**src/rtl/pmc_pkg.sv**
```systemverilog
package pmc_pkg;
    typedef enum logic [3:0] {
        MD_LEGACY = 4'd0,
        MD_SDR12  = 4'd1,
        MD_SDR25  = 4'd2,
        MD_SD_HS  = 4'd3,
        MD_MMC_HS = 4'd4,
        MD_DDR50  = 4'd5,
        MD_DDR52  = 4'd6,
        MD_HS200  = 4'd7,
        MD_SDR104 = 4'd8,
        MD_HS400  = 4'd9
    } mode_e;

    typedef enum logic [3:0] {
        ST_IDLE, ST_SDIO, ST_SLOW, ST_PAD, ST_GATE,
        ST_FUNC, ST_UNGATE, ST_STROBE, ST_INIT
    } step_e;
endpackage

```
**src/rtl/pmc_mode_decode.sv**
```systemverilog
module pmc_mode_decode
    import pmc_pkg::*;
(
    input  logic [3:0] mode,
    input  logic       sdio,
    input  logic       opt,
    input  logic       high,
    output logic       slow,
    output logic       bypass,
    output logic       hs400,
    output logic       ddr
);
    always_comb begin
        slow = 1'b0;
        if (!high) begin
            unique case (mode)
                MD_LEGACY:                               slow = opt;
                MD_SDR12, MD_SDR25, MD_SD_HS, MD_MMC_HS: slow = sdio | opt;
                default:                                 slow = 1'b0;
            endcase
        end
        bypass = slow || (mode == MD_LEGACY);
        hs400  = (mode == MD_HS400);
        ddr    = (mode == MD_DDR50) || (mode == MD_DDR52);
    end
endmodule

```
**src/rtl/pmc_func_encode.sv**
```systemverilog
module pmc_func_encode #(
    parameter int REG_W     = 32,
    parameter int DQ_LANES  = 8,
    parameter int DQ_LSB    = 8,
    parameter int ASYNC_BIT = 4
) (
    input  logic [REG_W-1:0] prev,
    input  logic             hs400,
    input  logic             ddr,
    output logic [REG_W-1:0] next
);
    localparam int CMD_BIT = DQ_LSB + DQ_LANES;

    logic             ddr_any;
    logic [DQ_LANES-1:0] lane_ddr;

    assign ddr_any = hs400 | ddr;

    for (genvar i = 0; i < DQ_LANES; i++) begin : g_lane
        assign lane_ddr[i] = ddr_any;
    end

    always_comb begin
        next = prev;
        next[DQ_LSB +: DQ_LANES] = lane_ddr;
        next[CMD_BIT]            = ddr_any;
        next[ASYNC_BIT]          = !hs400;
    end
endmodule

```
**src/rtl/speed_mode_phy_cfg.sv**
```systemverilog
module speed_mode_phy_cfg
    import pmc_pkg::*;
#(
    parameter int          REG_W        = 32,
    parameter int          DQ_LANES     = 8,
    parameter int          DQ_LSB       = 8,
    parameter int          ASYNC_BIT    = 4,
    parameter int          IMP_W        = 5,
    parameter int          IMP_PD_LSB   = 8,
    parameter logic [4:0]  IMP_PD_DEF   = 5'hF,
    parameter logic [4:0]  IMP_PU_DEF   = 5'hF,
    parameter logic [31:0] STROBE_TIMING = 32'h00AA8977
) (
    input  logic             clk,
    input  logic             rst_n,
    input  logic             start,
    input  logic [3:0]       mode_sel,
    input  logic             card_is_sdio,
    input  logic             slow_opt,
    input  logic             clk_above_52m,
    output logic             busy,
    output logic             init_req,
    output logic             card_clk_en,
    output logic             phy_slow,
    output logic             phy_sdio,
    output logic [REG_W-1:0] func_ctrl,
    output logic [15:0]      pad_impedance,
    output logic [REG_W-1:0] logic_timing,
    output logic             strobe_en
);
    localparam logic [REG_W-1:0] FUNC_RST = REG_W'(1) << ASYNC_BIT;

    typedef struct packed {
        step_e            step;
        logic [3:0]       mode;
        logic             sdio_in;
        logic             opt;
        logic             high;
        logic             slow;
        logic             sdio_mode;
        logic [REG_W-1:0] func;
        logic [15:0]      pad;
        logic [REG_W-1:0] ltime;
        logic             strobe;
        logic             clk_en;
        logic             busy;
        logic             init;
    } regs_t;

    regs_t q_q, d_d;

    logic             dec_slow, dec_bypass, dec_hs400, dec_ddr;
    logic [REG_W-1:0] func_next;

    pmc_mode_decode u_dec (
        .mode   (q_q.mode),
        .sdio   (q_q.sdio_in),
        .opt    (q_q.opt),
        .high   (q_q.high),
        .slow   (dec_slow),
        .bypass (dec_bypass),
        .hs400  (dec_hs400),
        .ddr    (dec_ddr)
    );

    pmc_func_encode #(
        .REG_W     (REG_W),
        .DQ_LANES  (DQ_LANES),
        .DQ_LSB    (DQ_LSB),
        .ASYNC_BIT (ASYNC_BIT)
    ) u_enc (
        .prev  (q_q.func),
        .hs400 (dec_hs400),
        .ddr   (dec_ddr),
        .next  (func_next)
    );

    always_comb begin
        d_d      = q_q;
        d_d.init = 1'b0;
        unique case (q_q.step)
            ST_IDLE: if (start) begin
                d_d.step    = ST_SDIO;
                d_d.mode    = mode_sel;
                d_d.sdio_in = card_is_sdio;
                d_d.opt     = slow_opt;
                d_d.high    = clk_above_52m;
                d_d.busy    = 1'b1;
            end
            ST_SDIO: begin
                if (q_q.mode != MD_LEGACY) d_d.sdio_mode = q_q.sdio_in;
                d_d.step = ST_SLOW;
            end
            ST_SLOW: begin
                d_d.slow = dec_slow;
                d_d.step = dec_bypass ? ST_INIT : ST_PAD;
            end
            ST_PAD: begin
                d_d.pad = '0;
                d_d.pad[IMP_PD_LSB +: IMP_W] = IMP_PD_DEF;
                d_d.pad[0 +: IMP_W]          = IMP_PU_DEF;
                d_d.step = ST_GATE;
            end
            ST_GATE: begin
                d_d.clk_en = 1'b0;
                d_d.step   = ST_FUNC;
            end
            ST_FUNC: begin
                d_d.func = func_next;
                d_d.step = ST_UNGATE;
            end
            ST_UNGATE: begin
                d_d.clk_en = 1'b1;
                d_d.step   = ST_STROBE;
            end
            ST_STROBE: begin
                if (dec_hs400) begin
                    d_d.ltime  = STROBE_TIMING;
                    d_d.strobe = 1'b1;
                end else begin
                    d_d.strobe = 1'b0;
                end
                d_d.step = ST_INIT;
            end
            ST_INIT: begin
                d_d.init = 1'b1;
                d_d.busy = 1'b0;
                d_d.step = ST_IDLE;
            end
            default: d_d.step = ST_IDLE;
        endcase
    end

    always_ff @(posedge clk or negedge rst_n) begin
        if (!rst_n) begin
            q_q        <= '0;
            q_q.step   <= ST_IDLE;
            q_q.func   <= FUNC_RST;
            q_q.clk_en <= 1'b1;
        end else begin
            q_q <= d_d;
        end
    end

    assign busy          = q_q.busy;
    assign init_req      = q_q.init;
    assign card_clk_en   = q_q.clk_en;
    assign phy_slow      = q_q.slow;
    assign phy_sdio      = q_q.sdio_mode;
    assign func_ctrl     = q_q.func;
    assign pad_impedance = q_q.pad;
    assign logic_timing  = q_q.ltime;
    assign strobe_en     = q_q.strobe;

    a_r2_no_slow_when_fast: assert property (@(posedge clk) disable iff (!rst_n)
        (q_q.step == ST_SLOW && q_q.high) |=> !q_q.slow);
    a_r7_func_under_gate: assert property (@(posedge clk) disable iff (!rst_n)
        !$stable(q_q.func) |-> !q_q.clk_en);
    a_r8_strobe_with_timing: assert property (@(posedge clk) disable iff (!rst_n)
        $rose(q_q.strobe) |-> (q_q.ltime == STROBE_TIMING));
    a_r9_pad_before_gate: assert property (@(posedge clk) disable iff (!rst_n)
        !$stable(q_q.pad) |-> (q_q.clk_en && q_q.busy));
    a_r10_init_pulse: assert property (@(posedge clk) disable iff (!rst_n)
        q_q.init |=> !q_q.init);
    a_r10_init_not_busy: assert property (@(posedge clk) disable iff (!rst_n)
        q_q.init |-> !q_q.busy);
    a_r10_busy_from_start: assert property (@(posedge clk) disable iff (!rst_n)
        $rose(q_q.busy) |-> $past(start));
    a_r6_cmd_tracks_dq: assert property (@(posedge clk) disable iff (!rst_n)
        q_q.func[DQ_LSB + DQ_LANES] == (&q_q.func[DQ_LSB +: DQ_LANES]));
endmodule

```
**config.mk**
```make
export PLATFORM = sky130hd
export DESIGN_NAME = speed_mode_phy_cfg
export DESIGN_NICKNAME = d
export VERILOG_FILES = /design/src/rtl/pmc_pkg.sv /design/src/rtl/pmc_mode_decode.sv /design/src/rtl/pmc_func_encode.sv /design/src/rtl/speed_mode_phy_cfg.sv
export SDC_FILE = /design/constraint.sdc
export NUM_CORES = 1
export LEC_CHECK = 0
export ABC_AREA = 1
export BUFFER_PORTS_ARGS = -buffer_cell sky130_fd_sc_hd__clkbuf_2
export CAP_MARGIN = 5
export CORE_MARGIN = 2
export CORE_UTILIZATION = 30
export CTS_BUF_LIST = sky130_fd_sc_hd__clkbuf_16
export CTS_CLUSTER_SIZE = 28
export DETAILED_ROUTE_END_ITERATION = 12
export MAX_ROUTING_LAYER = met4
export PLACE_DENSITY_LB_ADDON = 0.1
export SLEW_MARGIN = 20
export SYNTH_ARGS = -nofsm -noshare
export SYNTH_HDL_FRONTEND = slang
export SYNTH_SLANG_ARGS = --single-unit
export TNS_END_PERCENT = 20
```
**constraint.sdc**
```tcl
create_clock -name clk -period 1.7 [get_ports clk]
set_clock_uncertainty 0.15 [all_clocks]
set_input_delay 0.255 -clock clk [delete_from_list [all_inputs] [get_ports clk]]
set_output_delay 0.255 -clock clk [all_outputs]
set_load 0.005 [all_outputs]
```
Yosys cells after proc, flatten, opt, wreduce, memory -nomap -nowiden
Cells that the tools add are included.
Widths: inputs -> output; s select.
{"block": "word_totals", "ff_bits": 21, "input_bits": 10, "output_inout_bits": 86, "word_cells": 55}
{"block": "op_classes", "n_eq_ne": 16, "mux": 10, "bitwise": 2, "reduce_logical": 13}
{"cell": "$pmux 4 s8", "count": 1}
{"cell": "$eq 4x3->1 const B", "count": 7}
{"cell": "$eq 4x2->1 const B", "count": 4}
{"cell": "$mux 11", "count": 1}
{"cell": "$eq 4x1->1 const B", "count": 2}
{"cell": "$eq 4x4->1 const B", "count": 2}
{"cell": "$logic_not 4->1", "count": 2}
{"cell": "$reduce_and 2->1", "count": 4}
{"cell": "$pmux 1 s2", "count": 3}
{"cell": "$mux 1", "count": 4}
{"cell": "$mux 4", "count": 1}
{"cell": "$reduce_bool 2->1", "count": 2}
{"cell": "$reduce_bool 4->1", "count": 1}
{"cell": "$reduce_or 4->1", "count": 1}
{"cell": "$logic_or 1x1->1", "count": 2}
{"cell": "$ne 2x2->1 const B", "count": 1}
{"cell": "$or 1x1->1", "count": 2}
{"cell": "$logic_not 1->1", "count": 1}

Depth between registers and ports, before layout
Gate-level depths: netlist (run 1).
{"block": "logic_depth", "depth_word": 7, "depth_mapped": 7, "mapped_depth_nobuf": 7}

Hierarchy
From an unflattened synthesis (run 1), not the netlist that was laid out.
{"block": "unflattened", "hier_cells": 365, "hier_area_um2": 3004.1}
{"mod": "speed_mode_phy_cfg", "n_inst": 1, "cells_each": 312, "area_per_inst_um2": 2666.3, "seq_area_each_um2": 1278.7}
{"mod": "pmc_func_encode", "n_inst": 1, "cells_each": 34, "area_per_inst_um2": 246.5, "seq_area_each_um2": 0.0}
{"mod": "pmc_mode_decode", "n_inst": 1, "cells_each": 19, "area_per_inst_um2": 91.3, "seq_area_each_um2": 0.0}

Least setup slack after synthesis (run 1)
OpenSTA, ideal clock, no wires.
{"block": "synth_path", "path_type": "flip-flop to flip-flop", "startpoint": "register q_q[95] (netlist name)", "endpoint": "register q_q[88] (netlist name)", "setup_ns": 0.121, "t_arrival_ns": 0.949, "required_time_ns": 1.429, "setup_slack_ns": 0.480, "path_stages_with_launch": 6, "path_buffers": 1, "period_less_slack_ns": 1.220, "cell_sequence": "dfrtp_1 -> nor2_4 -> nand4_2 -> buf_6 -> nand2_1 -> o21ai_1"}
{"block": "synth_between", "elab_chain_cells": 2}
{"element": "start: declaration", "line": "speed_mode_phy_cfg.sv:50", "rtl": "regs_t q_q, d_d;"}
{"element": "$logic_not 4->1", "line": "speed_mode_phy_cfg.sv:81", "rtl": "unique case (q_q.step)"}
{"element": "$reduce_and 2->1 (no line)"}
No other way between the ends.
A chain may end at the register's enable or synchronous reset.

Final worst setup path (run 1)
{"block": "layout_path", "startpoint": "register q_q[93] (netlist name)", "endpoint": "register q_q[90] (netlist name)"}
The elaborated chain is that of the path after synthesis.

==> out/results.tsv, run 1 <==
stage	metric	value	unit
run_status	run_status	complete, no violations	
synthesis	synth_area_per_cell	8.016	um2
synthesis	synthesis.area	0.001539	mm2
synthesis	synthXorXnorAreaFrac	0	%
timing	fin_crit	1.450	ns
hold_path	hold_depth	3	
critical_path	reg2reg_from	q_q[93]	
finish	utilization	30.02	%
critical_path	worstPathMaxFanout	16	
cts	clk_latency	0.25	ns
route	drc_errors	0	
floorplan	core	0.005042	mm2
critical_path	critical_path_class	register to register	
synthesis	synth_seq_cells	21	
timing	slew_headroom	63.82	%
hold_path	hold_end	q_q[88]	
global_route	top_usage_layer	met2	
critical_path	rr_worst_depth	4	
synthesis	synth-simple-area-share	15.20	%
global_route	grtUsageMet1	12.11	%
global_route	grt_max_degree	22	
synthesis	netlist.area_leader.share	39.02	%
floorplan	rows	26	
route	routed_wl	2.383	mm
global_route	grt_pass1_vias	769	
cts	htreeDepth	1	
timing	worst_pin_slew	0.5427	ns
power_and_ir_drop	ir_worst_vdd	373.7	uV
cts	cts_resized	0	
critical_path	reg2reg_setup_slack	0.25	ns
timing	rsz0062_at_grt	no	
synthesis	ys_warn_count	0	
hold_path	min-delay-start	card_is_sdio	
run	cap_violations	0	
synthesis	synth_compound_area_share	5.366	%
cts	tritoncts	built	
cts	clk_pin_slew	0.06	ns
timing	drv_slew	0	
synthesis	synthMuxAreaShare	0	%
global_route	grt_pass1_wl	3.691	mm
cts	clk_path_buf_depth	2	
route	wl_per_cell	8.511	um
cts	holdBufCountCts	1	
synthesis	ys.flop_type	dfrtp_1	
route	via_count	993	
placement	dp_hpwl	1.865	mm
synthesis	syn_inst	192	
critical_path	cp-start-kind	register	
timing	setup_tns	0	ns
synthesis	yosys.area.top_type	buf_4	
synthesis	synth_area_leaders	buf_4, dfrtp_1, nand2_1	
floorplan	start_util	30.52	%
route	drt-vias-per-instance	3.546	
synthesis	ys_async_sr_fraction	100.0	%
synthesis	synth_edf_count	0	
finish	antenna_cells	0	
placement	place_congestion	0.7432	
timing	setup_viol	0	
critical_path	crit_path_end_kind	register	
power_and_ir_drop	leakagePower	0.9205	nW
synthesis	ys_seq_area_share	34.31	%
placement	port_buffers	46	
floorplan	dieArea	0.005719	mm2
synthesis	yosys.area_share.adder	0	%
floorplan	die_h	75.63	um
power_and_ir_drop	p_per_area	1455	mW/mm2
global_route	use_met3	2.249	%
route	drtIter0Drc	19	
synthesis	netlist_top_cells_count	buf_4, nand2_1, inv_1	
timing	max_freq	0.6898	GHz
critical_path	critPathRequiredTime	1.68	ns
global_route	antenna_found_initial	0	
cts	clock_sinks	21	
route	first_pass_iters	4	
timing	final.period_utilization	85.27	%
hold_path	hp-class	input port to register	
critical_path	r2r_end	q_q[90]	
critical_path	cp.arrival	1.43	ns
route	ant_nets	0	
floorplan	dieWidth	75.63	um
synthesis	synth_top_family_by_area	buffers and inverters	
synthesis	ys_types	20	
global_route	met2_usage	12.75	%
global_route	gr-total-overflow	0	
timing	holdWs	0.06199	ns
finish	drive_above_1_share	26.19	%
finish	syn_to_final_growth	-1.626	%
timing	hold_violations	0	
cts	cts-root-buf	clkbuf_16	
cts	post_cts_buffers	0	
global_route	grt_util_all_layers	9.019	%
cts	cts_buffers	3	
finish	final_nets	221	
floorplan	ioPinCount	96	
synthesis	synth.most_common_cell	buf_4	
-- worst max-delay path, stage by stage, from the launching register on --
cell and delay, ns:
dfrtp_1 0.42, inv_1 0.14, nand4_2 0.35, nor2_1 0.21
a21oi_1 0.06
-- state kept, by name (all words and copies together), names as in the netlist --
| register | count |
|---|---|
| q_q | 11 |
| logic_timing | 1 |
| strobe_en | 1 |
| phy_sdio | 1 |
| func_ctrl | 2 |
| phy_slow | 1 |
| init_req | 1 |
| busy | 1 |
| card_clk_en | 1 |
| pad_impedance | 1 |
-- through the flow --
step / power, W / cells / instance area (um2) / worst slack, ns
after global placement: 0.001736 / 275 / 1425 / 0.2444
final: 0.002204 / 280 / 1514 / 0.2504
after detailed placement: 0.001732 / 275 / 1425 / 0.2324
after CTS: 0.002242 / 280 / 1514 / 0.2155
after floorplan: 0.001693 / 240 / 1719 / 0.4805
after global routing: 0.002461 / 280 / 1514 / 0.06502
-- layout by cell type, fill, tap and decap left out --
cell,count
nand2_2,1
or2_1,1
nor2_4,1
clkbuf_2,46
nand2_1,26
dfstp_2,2
o31ai_1,1
nand3_1,6
inv_1,22
o21ai_0,8
nor2_1,11
o21ai_1,2
nand4_1,2
nor3_1,2
dlygate4sd3_1,1
nand4_2,1
conb_1,49
clkbuf_16,3
dfrtp_1,19
nor2_2,1
a21oi_1,5
-- metal layers --
metal  up-vias  routed length (um)
met2        56                1080
met5         -                   0
met4         0                  20
li1        497                   -
met1       438                1090
met3         2                 192
-- cells by family (layout without fill, tap and decap cells) --
kind of cell | count (synthesis) | in the layout
DFF | 21 | 21
other | 1 | 49
and+or+nand+nor | 52 | 52
buffers and inverters | 102 | 72
AOI/OAI and AO/OA | 16 | 16
-- how the worst max path moves through the flow --
stage	start	end	slack, ns	cells after the start
finish	q_q[93]	q_q[90]	0.25	4
global route	q_q[93]	q_q[93]	0.07	5
CTS	q_q[93]	q_q[90]	0.22	4
detailed placement	q_q[93]	q_q[90]	0.23	4
global placement	q_q[93]	q_q[89]	0.24	4
floorplan	q_q[95]	q_q[88]	0.48	5
-- cell type report --
type / instances / area, um2
Inverter: 21 / 78.83
Fill cell: 558 / 3528
Multi-Input combinational cell: 117 / 500.5
Sequential cell: 21 / 528.0
Clock inverter: 1 / 3.754
Tap cell: 70 / 87.58
Timing Repair Buffer: 47 / 240.2
Clock buffer: 3 / 75.07
-- power breakdown --
part           total, W  internal (W)  switching [W]  leakage [nW]
clock          0.000495      0.000313       0.000182        0.0423
sequential     0.000888      0.000715       0.000173         0.250
combinational  0.000821      0.000331       0.000490         0.628
total           0.00220       0.00136       0.000845         0.920
No activity file was read; power rests on OpenSTA's default activity.
==> run 2: changes to the inputs <==
BUFFER_PORTS_ARGS = not set   (was -buffer_cell sky130_fd_sc_hd__clkbuf_2)
CORE_UTILIZATION = 35   (was 30)
DONT_BUFFER_PORTS = 1   (was not set)
SYNTH_HIERARCHICAL = 1   (was not set)
==> out/results.tsv, run 2 <==
stage	metric	value	unit	change
finish	stdcell_area	0.002663	mm2	was 0.001514 mm2
placement	place_congestion	0.6718		was 0.7432
critical_path	cp.arrival	1.62	ns	was 1.43 ns
timing	setup_tns	0	ns	unchanged
finish	antenna_cells	0		unchanged
route	drtIter0Drc	84		was 19
route	first_pass_iters	4		unchanged
floorplan	ioPinCount	96		unchanged
critical_path	crit_path_end_kind	register		unchanged
floorplan	die_h	96.65	um	was 75.63 um
timing	holdWs	0.1087	ns	was 0.06199 ns
global_route	grt_max_degree	52		was 22
synthesis	synth_edf_count	0		unchanged
hold_path	hold_depth	3		unchanged
timing	hold_violations	0		unchanged
synthesis	ys.flop_type	dfrtp_1		unchanged
cts	clk_latency	0.28	ns	was 0.25 ns
critical_path	crit_chain	nor3_1 > inv_2 > nand2_2 > nand3_1 > nand2_1		was inv_1 > nand4_2 > nor2_1 > a21oi_1
route	routed_wl	5.141	mm	was 2.383 mm
placement	port_buffers	0		was 46
cts	cts_resized	0		unchanged
hold_path	hp-class	input port to register		unchanged
hold_path	hold_end	q_q[93]		was q_q[88]
placement	dp_hpwl	3.448	mm	was 1.865 mm
route	drt-vias-per-instance	4.095		was 3.546
synthesis	ys_async_sr_fraction	100.0	%	unchanged
cts	cts_buffers	5		was 3
critical_path	worstPathMaxFanout	9		was 16
synthesis	synth_area_leaders	dfrtp_1, buf_4, nand2_1		was buf_4, dfrtp_1, nand2_1
finish	syn_to_final_growth	-11.37	%	was -1.626%
finish	layout_commonest_cell	nand2_1		was conb_1
critical_path	cp_top_family	simple AND/OR/NAND/NOR gates		unchanged
critical_path	critPathMaxStageDelay	0.45	ns	was 0.42 ns
finish	largest_register_ff_count	32		was 11
critical_path	cp_slowest_cell	dfrtp_1		unchanged
critical_path	r2r_end	func_ctrl[8]		was q_q[90]
global_route	grt_pass1_vias	1558		was 769
timing	fin_crit	1.543	ns	was 1.450 ns
critical_path	reg2reg_from	q_q[90]		was q_q[93]
power_and_ir_drop	p_per_area	1581	mW/mm2	was 1455 mW/mm2
synthesis	netlist_top_cells_count	buf_4, nand2_1, dfrtp_1		was buf_4, nand2_1, inv_1
finish	finalNonFillerCells	400		was 280
synthesis	netlist.area_leader.share	40.82	%	was 39.02%
timing	final.period_utilization	90.76	%	was 85.27%
synthesis	syn_inst	365		was 192
timing	setup_viol	0		unchanged
cts	htreeDepth	2		was 1
synthesis	ys_types	18		was 20
placement	dpl_cell_area	0.002417	mm2	was 0.001425 mm2
hold_path	min-delay-start	start		was card_is_sdio
global_route	antenna_found_initial	0		unchanged
timing	worst_pin_slew	0.6161	ns	was 0.5427 ns
cts	tritoncts	built		unchanged
cts	clk_path_buf_depth	2		unchanged
floorplan	start_util	36.38	%	was 30.52%
timing	slew_headroom	58.93	%	was 63.82%
cts	clk_pin_slew	0.07	ns	was 0.06 ns
global_route	grt_pass1_wl	8.480	mm	was 3.691 mm
synthesis	synthesis.area	0.003004	mm2	was 0.001539 mm2
finish	final_cell_mix	nand2_1, dfrtp_1, nand3_1		was conb_1, clkbuf_2, nand2_1
synthesis	ys_warn_count	6		was 0
power_and_ir_drop	leakagePower	1.470	nW	was 0.9205 nW
global_route	grt_util_all_layers	11.55	%	was 9.019%
finish	drive_above_1_share	11.53	%	was 26.19%
synthesis	ys_seq_area_share	42.57	%	was 34.31%
run	cap_violations	0		unchanged
floorplan	dieArea	0.009340	mm2	was 0.005719 mm2
synthesis	yosys.area.top_type	dfrtp_1		was buf_4
route	wl_per_cell	12.85	um	was 8.511 um
synthesis	synth.most_common_cell	buf_4		unchanged
synthesis	synth_area_per_cell	8.230	um2	was 8.016 um2
critical_path	worst-path-buf-inv	1		unchanged
run_status	run_status	complete, no violations		unchanged
synthesis	synth_seq_cells	51		was 21
global_route	gr-total-overflow	0		unchanged
critical_path	critical_path_class	register to register		unchanged
critical_path	reg2reg_setup_slack	0.16	ns	was 0.25 ns
route	drc_errors	0		unchanged
placement	dp.cells	383		was 275
critical_path	critPathRequiredTime	1.78	ns	was 1.68 ns
timing	rsz0062_at_grt	no		unchanged
finish	regArea	0.001279	mm2	was 528.0 um2
floorplan	dieWidth	96.65	um	was 75.63 um
finish	final_nets	304		was 221
finish	nFillCells	893		was 558
critical_path	rr_worst_depth	5		was 4
floorplan	core	0.008258	mm2	was 0.005042 mm2
timing	drv_slew	0		unchanged
timing	max_freq	0.6481	GHz	was 0.6898 GHz
power_and_ir_drop	ir_worst_vdd	474.4	uV	was 373.7 uV
cts	post_cts_buffers	0		unchanged
cts	clock_sinks	51		was 21
critical_path	cp-start-kind	register		unchanged
route	ant_nets	0		unchanged
cts	cts-root-buf	clkbuf_16		unchanged
route	via_count	1638		was 993
floorplan	rows	33		was 26
finish	multiInputGateArea	848.3	um2	was 500.5 um2
run 2: cell count changes in the layout (fill, tap and decap cells not counted), sizes merged, moves of 10 or more:
cell / delta
dfrtp: +30
conb: -22
nand2: +78
clkbuf: -44
nand3: +34
buf: +10
run 2: worst max-delay path by stage:
stage,start,to,slack (ns),depth (start not counted)
after floorplan,q_q[90],func_ctrl[16],0.35,6
after global placement,q_q[89],func_ctrl[14],0.15,6
after detailed placement,q_q[89],func_ctrl[8],0.14,6
after CTS,q_q[90],func_ctrl[8],0.13,5
after global routing,q_q[89],func_ctrl[13],0.007,6
final,q_q[90],func_ctrl[8],0.16,5
run 2: cell families (layout without fill, tap and decap cells):
logic type	count (synthesis)	after routing	share of synthesized area (%)
compound gates	9	9	1.624
buf+inv	143	47	32.61
flops	51	51	42.57
other cells	1	27	0.1248
simple gates	161	161	23.07
run 2: through the flow:
| stage | util (%) | worst slack (ns) | total power, W |
|---|---|---|---|
| 6_report | 32.24 | 0.1571 | 0.004208 |
| 5_1_grt | 32.24 | 0.006926 | 0.004599 |
| 4_1_cts | 32.24 | 0.1279 | 0.004316 |
| 3_5_place_dp | 29.27 | 0.1366 | 0.003271 |
| 3_3_place_gp | 29.27 | 0.1540 | 0.003272 |
| 2_1_floorplan | - | 0.3537 | 0.003371 |
run 2: cell type report:
class | instances | share of cell area, %
multi-input cells | 197 | 31.86
flip-flops and latches | 51 | 48.03
clock inverters | 3 | 0.4699
clock buffers | 5 | 4.699
repair buffers | 18 | 7.049
inverters | 21 | 2.961
well taps | 105 | 4.934
run 2: power by group:
group	leakage, nW	internal (W)	switching [W]	total (W)
registers	0.674	0.00154	0.000355	0.00189
clock network	0.0762	0.000533	0.000422	0.000955
logic	0.719	0.000481	0.000881	0.00136
run 2: repair_timing:
action                                  in CTS  in global routing
hold endpoints to repair                    58                  0
hold buffers                                 9                  0
endpoints found under the setup margin       0                  0
run 2: layer usage:
layer / track usage, % / wire (um) / up-vias
met1: 15.06 / 2354 / 739
met3: 4.263 / 321 / 8
met4: 3.575 / 68 / 0
li1: - / - / 850
met2: 16.77 / 2396 / 41
met5: - / 0 / -
run 2: tightest hold or removal path, delay by kind of cell:
family	cells	cell delay, ns
simple gates	2	0.13
buf+inv	1	0.12
==> run 3: changes to the inputs <==
CTS_BUF_LIST = not set   (was sky130_fd_sc_hd__clkbuf_16)
==> out/results.tsv, run 3 (same netlist as run 2, synthesis figures left out) <==
stage	metric	value	unit	change
run_status	run_status	complete, no violations		unchanged
critical_path	critical_path_class	register to register		unchanged
timing	rsz0062_at_grt	no		unchanged
finish	utilization	31.56	%	was 32.24%
route	ant_nets	0		unchanged
finish	largest_register_ff_count	32		unchanged
power_and_ir_drop	comb_power_share	34.6	%	was 32.4%
timing	max_freq	0.6433	GHz	was 0.6481 GHz
route	wl_per_cell	12.96	um	was 12.85 um
timing	fin_crit	1.554	ns	was 1.543 ns
power_and_ir_drop	switching_share	41.56	%	was 39.40%
power_and_ir_drop	intPower	0.002305	W	was 0.002550 W
global_route	grt_pass1_vias	1565		was 1558
timing	holdWs	0.08853	ns	was 0.1087 ns
power_and_ir_drop	p_per_area	1514	mW/mm2	was 1581 mW/mm2
critical_path	cp_slowest_cell	dfrtp_1		unchanged
critical_path	crit_chain	nor3_1 > inv_2 > nand2_2 > nand3_1 > nand2_1		unchanged
power_and_ir_drop	leakagePower	1.436	nW	was 1.470 nW
power_and_ir_drop	p_seq_share	48.0	%	was 44.9%
finish	syn_to_final_growth	-13.24	%	was -11.37%
route	routed-wl-met3	331	um	was 321 um
critical_path	worstPathMaxFanout	9		unchanged
route	top_layer_used	met4		unchanged
cts	tritoncts	built		unchanged
cts	clock_sinks	51		unchanged
floorplan	rows	33		unchanged
timing	drv_slew	0		unchanged
finish	stdcell_area	0.002606	mm2	was 0.002663 mm2
global_route	grt_util_all_layers	11.58	%	was 11.55%
route	first_pass_iters	4		unchanged
timing	hold_violations	0		unchanged
cts	post_cts_buffers	0		unchanged
power_and_ir_drop	ir_worst_vdd	472.8	uV	was 474.4 uV
timing	setup_tns	0	ns	unchanged
hold_path	hp-class	input port to register		unchanged
critical_path	rr_worst_depth	5		unchanged
power_and_ir_drop	total_switching_power	0.001640	W	was 0.001658 W
timing	slew_headroom	58.90	%	was 58.93%
finish	drive_above_1_share	11.53	%	unchanged
placement	place_congestion	0.6718		unchanged
critical_path	critPathRequiredTime	1.79	ns	was 1.78 ns
power_and_ir_drop	pwr-share-clk	17.4	%	was 22.7%
placement	dpl_cell_area	0.002417	mm2	unchanged
placement	dp_hpwl	3.448	mm	unchanged
hold_path	hold_depth	3		unchanged
floorplan	dieWidth	96.65	um	unchanged
finish	antenna_cells	0		unchanged
route	drt-vias-per-instance	4.073		was 4.095
global_route	grt_max_degree	52		unchanged
route	via_count	1629		was 1638
cts	clk_pin_slew	0.09	ns	was 0.07 ns
placement	dp_worst_setup_slack	0.1366	ns	unchanged
cts	clk_latency	0.30	ns	was 0.28 ns
cts	cts_buffers	5		unchanged
placement	port_buffers	0		unchanged
timing	setup_viol	0		unchanged
timing	setup_ws	0.1455	ns	was 0.1571 ns
route	routed-wl-met2	2.358	mm	was 2.396 mm
route	routed_wl	5.184	mm	was 5.141 mm
critical_path	crit_path_end_kind	register		unchanged
finish	final_cell_mix	nand2_1, dfrtp_1, nand3_1		unchanged
run	cap_violations	0		unchanged
timing	worst_pin_slew	0.6165	ns	was 0.6161 ns
floorplan	core	0.008258	mm2	unchanged
global_route	antenna_found_initial	0		unchanged
floorplan	die_h	96.65	um	unchanged
route	drtIter0Drc	72		was 84
global_route	grt_pass1_wl	8.500	mm	was 8.480 mm
critical_path	cp-start-kind	register		unchanged
finish	layout_commonest_cell	nand2_1		unchanged
global_route	gr-total-overflow	0		unchanged
cts	cts-root-buf	clkbuf_8		was clkbuf_16
floorplan	start_util	36.38	%	unchanged
cts	clk_path_buf_depth	2		unchanged
cts	htreeDepth	2		unchanged
route	drt-met1-wl	2.423	mm	was 2.354 mm
critical_path	critPathMaxStageDelay	0.46	ns	was 0.45 ns
finish	final_nets	304		unchanged
floorplan	ioPinCount	96		unchanged
route	drc_errors	0		unchanged
timing	final.period_utilization	91.44	%	was 90.76%
critical_path	cp.arrival	1.65	ns	was 1.62 ns
floorplan	dieArea	0.009340	mm2	unchanged
[run 3: cell types whose count changed in the layout (fill, tap and decap cells not counted)]
cell       previous run  this run
clkbuf_16             5         0
clkbuf_8              0         5
clkbuf_1              0         2
inv_1                18        16
[run 3: critical path, delay by kind of cell (launching register included)]
kind,cells,cell delay (ns)
and+or+nand+nor,4,0.81
DFF,1,0.46
buffers and inverters,1,0.08
[run 3: worst paths after layout]
path	startpoint	end	slack (ns)
worst max-delay path	q_q[90]	func_ctrl[8]	0.15
worst min-delay path	start	q_q[93]	0.09
worst max register to register	q_q[90]	func_ctrl[8]	0.15
worst min register to register	card_clk_en	card_clk_en	0.34
max in group asynchronous	rst_n	card_clk_en	0.77
min in group asynchronous	rst_n	func_ctrl[27]	0.33
[run 3: what timing repair did]
| action | in CTS | in global routing |
|---|---|---|
| resized for setup | 0 | 0 |
| hold buffers | 9 | 0 |
| hold endpoints to repair | 58 | 0 |
[run 3: per-layer routing]
metal,track usage [%],vias up
met5,-,-
met4,3.575,0
met3,4.263,7
met2,16.83,42
met1,15.10,735
li1,-,845
[run 3: power groups by stage]
| stage | combinational, W | sequential, W | clock (W) |
|---|---|---|---|
| after floorplan | 0.00159 | 0.00178 | 0 |
| after global placement | 0.00135 | 0.00192 | 0 |
| after detailed placement | 0.00134 | 0.00193 | 0 |
| after CTS | 0.00140 | 0.00191 | 0.000732 |
| after global routing | 0.00158 | 0.00196 | 0.000785 |
| final | 0.00137 | 0.00189 | 0.000685 |
[run 3: layout make-up]
cell class | count | area [um2]
tap | 105 | 131.4
timing repair buffer | 18 | 187.7
fill | 901 | 5652
multi-input combinational | 197 | 848.3
clock inverter | 1 | 5.005
inverter | 21 | 78.83
clock buffer | 7 | 76.32
sequential | 51 | 1279
[run 3: through the flow]
step           total power (W)  std cells
2_1_floorplan         0.003371        391
3_3_place_gp          0.003272        383
3_5_place_dp          0.003271        383
4_1_cts               0.004038        400
5_1_grt               0.004324        400
6_report              0.003945        400
